===== src/rtl/i2c_am_pkg.sv =====
package i2c_am_pkg;
  localparam int unsigned ADDR_W = 7;
  localparam int unsigned BYTE_W = ADDR_W + 1;

  typedef struct packed {
    logic match;
    logic gcall;
    logic rnw;
    logic ack_n;
  } am_result_t;
endpackage


===== src/rtl/am_compare.sv =====
module am_compare
  import i2c_am_pkg::*;
#(
  parameter int unsigned AW = ADDR_W
) (
  input  logic [AW:0]   addr_byte,
  input  logic [AW-1:0] own,
  input  logic          gc_enable,
  output logic          own_hit,
  output logic          gc_hit
);
  localparam logic [AW-1:0] ZERO_ADDR = '0;

  logic [AW-1:0] field;
  assign field = addr_byte[AW:1];

  // reserved all-zero address is never an own-address match
  assign own_hit = (field == own) && (own != ZERO_ADDR);
  // general call only as a write
  assign gc_hit  = gc_enable && (field == ZERO_ADDR) && !addr_byte[0];
endmodule


===== src/rtl/am_ack_decide.sv =====
module am_ack_decide
  import i2c_am_pkg::*;
(
  input  logic       own_hit,
  input  logic       gc_hit,
  input  logic       rnw,
  input  logic       ack_enable,
  output am_result_t res
);
  always_comb begin
    res.match = own_hit | gc_hit;
    res.gcall = gc_hit & ~own_hit;
    res.rnw   = rnw;
    res.ack_n = ~(res.match & ack_enable);
  end
endmodule


===== src/rtl/am_out_stage.sv =====
module am_out_stage
  import i2c_am_pkg::*;
(
  input  logic       clk,
  input  logic       rst_n,
  input  logic       load,
  input  am_result_t next_res,
  input  logic       take,
  output logic       valid,
  output am_result_t held,
  output logic       wake
);
  localparam am_result_t RST_RES = '{match: 1'b0, gcall: 1'b0, rnw: 1'b0, ack_n: 1'b1};

  always_ff @(posedge clk or negedge rst_n) begin
    if (!rst_n) begin
      valid <= 1'b0;
      held  <= RST_RES;
      wake  <= 1'b0;
    end else begin
      wake <= load & next_res.match;
      if (load) begin
        valid <= 1'b1;
        held  <= next_res;
      end else if (take) begin
        valid <= 1'b0;
      end
    end
  end

  assert_hold_R8: assert property (@(posedge clk) disable iff (!rst_n)
    (valid && !take) |=> (valid && $stable(held)));
  assert_ack_needs_match_R7: assert property (@(posedge clk) disable iff (!rst_n)
    (valid && !held.ack_n) |-> held.match);
  assert_gcall_write_R5: assert property (@(posedge clk) disable iff (!rst_n)
    (valid && held.gcall) |-> (held.match && !held.rnw));
  assert_wake_match_R9: assert property (@(posedge clk) disable iff (!rst_n)
    wake |-> (valid && held.match));
  assert_wake_single_R9: assert property (@(posedge clk) disable iff (!rst_n)
    wake |=> (!wake || $past(load)));
endmodule


===== src/rtl/i2c_addr_match.sv =====
module i2c_addr_match
  import i2c_am_pkg::*;
(
  input  logic              clk,
  input  logic              rst_n,
  input  logic              in_valid,
  output logic              in_ready,
  input  logic [BYTE_W-1:0] in_byte,
  input  logic [ADDR_W-1:0] own_addr,
  input  logic              gc_en,
  input  logic              ack_en,
  output logic              res_valid,
  input  logic              res_ready,
  output logic              res_match,
  output logic              res_gcall,
  output logic              res_rnw,
  output logic              res_ack_n,
  output logic              wake_req
);
  logic       own_hit, gc_hit, in_fire;
  am_result_t comb_res, held_res;

  assign in_ready = !res_valid || res_ready;
  assign in_fire  = in_valid && in_ready;

  am_compare #(.AW(ADDR_W)) u_cmp (
    .addr_byte (in_byte),
    .own       (own_addr),
    .gc_enable (gc_en),
    .own_hit   (own_hit),
    .gc_hit    (gc_hit)
  );

  am_ack_decide u_ack (
    .own_hit    (own_hit),
    .gc_hit     (gc_hit),
    .rnw        (in_byte[0]),
    .ack_enable (ack_en),
    .res        (comb_res)
  );

  am_out_stage u_out (
    .clk      (clk),
    .rst_n    (rst_n),
    .load     (in_fire),
    .next_res (comb_res),
    .take     (res_ready),
    .valid    (res_valid),
    .held     (held_res),
    .wake     (wake_req)
  );

  assign res_match = held_res.match;
  assign res_gcall = held_res.gcall;
  assign res_rnw   = held_res.rnw;
  assign res_ack_n = held_res.ack_n;

  assert_accept_R8: assert property (@(posedge clk) disable iff (!rst_n)
    in_fire |=> res_valid);
  assert_rnw_R2: assert property (@(posedge clk) disable iff (!rst_n)
    in_fire |=> (res_rnw == $past(in_byte[0])));
endmodule


===== config.mk =====
export PLATFORM = sky130hd
export DESIGN_NAME = i2c_addr_match
export DESIGN_NICKNAME = d
export VERILOG_FILES = /design/src/rtl/i2c_am_pkg.sv /design/src/rtl/am_compare.sv /design/src/rtl/am_ack_decide.sv /design/src/rtl/am_out_stage.sv /design/src/rtl/i2c_addr_match.sv
export SDC_FILE = /design/constraint.sdc
export NUM_CORES = 1
export LEC_CHECK = 0
export CAP_MARGIN = 20
export CORE_AREA = 4 4 41 43
export CTS_BUF_LIST = sky130_fd_sc_hd__clkbuf_2 sky130_fd_sc_hd__clkbuf_4 sky130_fd_sc_hd__clkbuf_8
export DETAILED_ROUTE_END_ITERATION = 6
export DIE_AREA = 0 0 45 47
export GPL_TIMING_DRIVEN = 0
export PLACE_DENSITY = 0.72
export REMOVE_ABC_BUFFERS = 1
export SYNTH_ARGS = -nofsm -noshare
export SYNTH_HDL_FRONTEND = slang
export SYNTH_SLANG_ARGS = --single-unit

===== constraint.sdc =====
create_clock -name clk -period 1.1 [get_ports clk]
set_input_delay 0.275 -clock clk [delete_from_list [all_inputs] [get_ports clk]]
set_output_delay 0.275 -clock clk [all_outputs]
set_load 0.03 [all_outputs]

==> results of run 1 <==
[state kept, by name (all words and copies together), names as in the netlist]
name,flops
u_out.held,4
u_out.valid,1
u_out.wake,1
[power by group through the flow]
| stage | Clock, W | Sequential, W | Combinational [W] |
|---|---|---|---|
| after floorplan | 0 | 0.000257 | 0.0000653 |
| after global placement | 0 | 0.000239 | 0.000203 |
| after detailed placement | 0 | 0.000239 | 0.000208 |
| after CTS | 0.000260 | 0.000236 | 0.000235 |
| after global routing | 0.000271 | 0.000236 | 0.000288 |
| final | 0.000253 | 0.000236 | 0.000270 |
[metrics by stage]
step	power, W	setup slack, ns	util (%)
global placement	0.000442	-0.752	51.9
floorplan	0.000323	-0.443	-
global route	0.000795	-0.188	67.4
CTS	0.000731	-0.142	61.4
finish	0.000759	-0.136	67.4
detailed placement	0.000447	-0.774	51.9
[layout make-up]
type,instances,area (um2),area share [%]
Clock buffer,4,30.0,3.42
Inverter,4,15.0,1.71
Multi-Input combinational cell,30,329,37.5
Sequential cell,6,151,17.3
Tap cell,15,18.8,2.14
Timing Repair Buffer,38,333,37.9
[logic make-up (layout without fill, tap and decap cells)]
kind of cell | after synthesis | after routing | share of synthesized area [%]
simple gates | 19 | 19 | 27.2
buf+inv | 4 | 46 | 3.88
xor+xnor | 6 | 6 | 13.6
compound gates | 4 | 4 | 13.3
flops | 6 | 6 | 39.2
mux | 1 | 1 | 2.91
[per-layer routing]
layer  global-route usage [%]  vias up  share of wire, %
met1                     15.7      219                37
met4                     3.51        0               1.5
met5                        0        -                 0
li1                         -      222                 -
met3                     5.75        2               6.6
met2                     26.0       17                55
[worst paths after layout]
path                       depth (start not counted)  slack (ns)       endpoint          start
max                                                3       -0.14       in_ready    u_out.valid
max reg2reg                                        5       -0.11  u_out.held[0]    u_out.valid
min                                                1        0.27  u_out.held[2]          rst_n
min in group clk                                   4        0.48     u_out.wake     in_byte[2]
max in group asynchronous                          1        0.57  u_out.held[0]          rst_n
min reg2reg                                        2        0.50  u_out.held[2]  u_out.held[2]
[worst register-to-register path, cell delays in order, from the launching register on]
cell	delay (ns)
dfrtp_1	0.38
nor2b_4	0.14
buf_4	0.13
nor2_4	0.10
nand4_1	0.12
o221a_2	0.26
[layout by cell type (no fill, tap or decap), types with 3 or more instances in the layout]
master	instances
inv_2	3
clkbuf_4	4
dlygate4sd2_1	12
nand4_1	3
buf_6	3
clkdlybuf4s50_1	3
dfrtp_1	5
buf_4	13
nand2_1	3
xor2_2	5
[repair_timing]
item                       4_1_cts  5_1_grt
setup endpoints to repair       12       11
hold endpoints to repair         0        0
resized for setup               74       15
pin swaps                        9        5
setup buffers                    7        4
hold buffers                     0        0
==> impl_results.md, run 1 <==
* Worst relative slew slack at 80.6%
* DR vias at between 400 and 500
* Clk_lat worst skew at 0.25 ns
* CP Cell Sequence: nor2b_4 > inv_2 > buf_6
* Net Sw Frac at between 20% and 30%
* Cell taking the most area after synthesis: dfrtp_1
* Initial antenna violation count at 0
* H-tree levels at 1
* Worst-path maximum fanout at 3
* Die span in x at 45 um
* Drt via density at 4.74
* Layout area overhead at 127%
* Nets at 104
* Number of fill cells at ~100
* Req. time, crit path at 0.82 ns
* VDD IR max at 0.673 mV
* Final cell count without fillers at 97
* FFs w/ async S/R, synth at 100%
* Post-synth top area share at 32.4%
* Final hold slack at about 0.27 ns
* Area post-placement at 676 um2
* Die Footprint at 0.00212 mm2
* Count leader, synth: nand2_1
* Diodes inserted at 0
* CTS Buf Count at 3
* Internal power at ~0.00053 W
* Gr ovfl total at 0
* Final worst-path setup slack at -0.136 ns
* Startpoint Class: register
* IO buf count at 27
* Worst Skew at a little under 0.0003 ns
* Share of post-route cells with drive strength above 1 at 54.9%
* Status: complete, but fails checks
* Drt total wl at 1450 um
* Number of detailed-route iterations in the first pass at 4
* Top Ports at 28
* Total track usage at 14.4%
* Core area at 0.00130 mm2
* Post-synthesis register bit count at 6
* Fin crit share at 112%
* HP Class: in -> async
* Synth Flop Type: dfrtp_1
* Failing checks: negative setup slack
* First-pass GRT wire length at ~2100 um
* # clock sinks at 6
* TritonCTS clock tree: yes
* Clock Path Buffers at 2
* Tightest Pin Transition at 0.291 ns
* First DRT Iteration DRCs at 3
* Sequential area share after synthesis at 39.2%
* Netlist cell types at 20
* Final ANT Viol Nets at 0
* Slowest CP cell: dfrtp_1
* Clk pwr share at 33.3%
* Synth top area cells: dfrtp_1, xor2_1, a2111oi_4, dfstp_2, nand2_1
* Initial core utilization at between 20 and 30%
* Post-Synthesis Cells at 40
* Final Hold Viols at 0
* Critical path's largest stage delay at ~0.38 ns
* Dpl hpwl at 1010 um
* CP top delay family: flip-flops
* Min Tclk post-route at about 1.2 ns
* Avg WL per Cell at approximately 15 um
* Power Dens Cells at a little under 900 mW/mm2
* Post-synth top cells: nand2_1, dfrtp_1, xor2_1
* Placed instance count at between 80 and 90
* Detailed-route DRC error count at 0
* Max-Cap Viols at 0
* Clk slew on worst S/H paths at 0.05 ns
* Syn avg cell area at about 9.7 um2
* Fmax at between 0.8 and 0.9 GHz
* Crit Path Category: reg -> out
* CP Capture Type: output pin
* RSZ-0062 raised after global routing: true
* Pins over their slew limit at 0
* Clock Tree Root: clkbuf_4
* Leakage at 0.433 nW
* Setup TNS at -0.786 ns
* Layout Cell Area excl Fill at 877 um2
* Sequential Power Share at 31.1%
* Arr. time, crit path at 0.96 ns
* Row cnt at 13
* Final setup vio count at 9
* P_sw at 0.000227 W
* Largest net degree at the start of global routing at 7
* Power share of the combinational group at 35.5%
* Post-synth EDFFs at 0
* Placer Congestion at roughly 0.71
* Yosys Warn Count at 0
* Bufs and invs on worst path at 2
* Mapped Area at 387 um2
* Vias in the first global route at 469
* Die Ht at 47 um
Power figures use the tool's default switching activity.
==> run 2, diff against run 1 <==
--- a/config.mk
+++ b/config.mk
@@ -8,6 +8,7 @@
 export CAP_MARGIN = 20
 export CORE_AREA = 4 4 41 43
 export CTS_BUF_LIST = sky130_fd_sc_hd__clkbuf_2 sky130_fd_sc_hd__clkbuf_4 sky130_fd_sc_hd__clkbuf_8
+export CTS_CLUSTER_SIZE = 40
 export DETAILED_ROUTE_END_ITERATION = 6
 export DIE_AREA = 0 0 45 47
 export GPL_TIMING_DRIVEN = 0
==> results of run 2 <==
The final DEF is identical to that of run 1; final timing and power are the same.
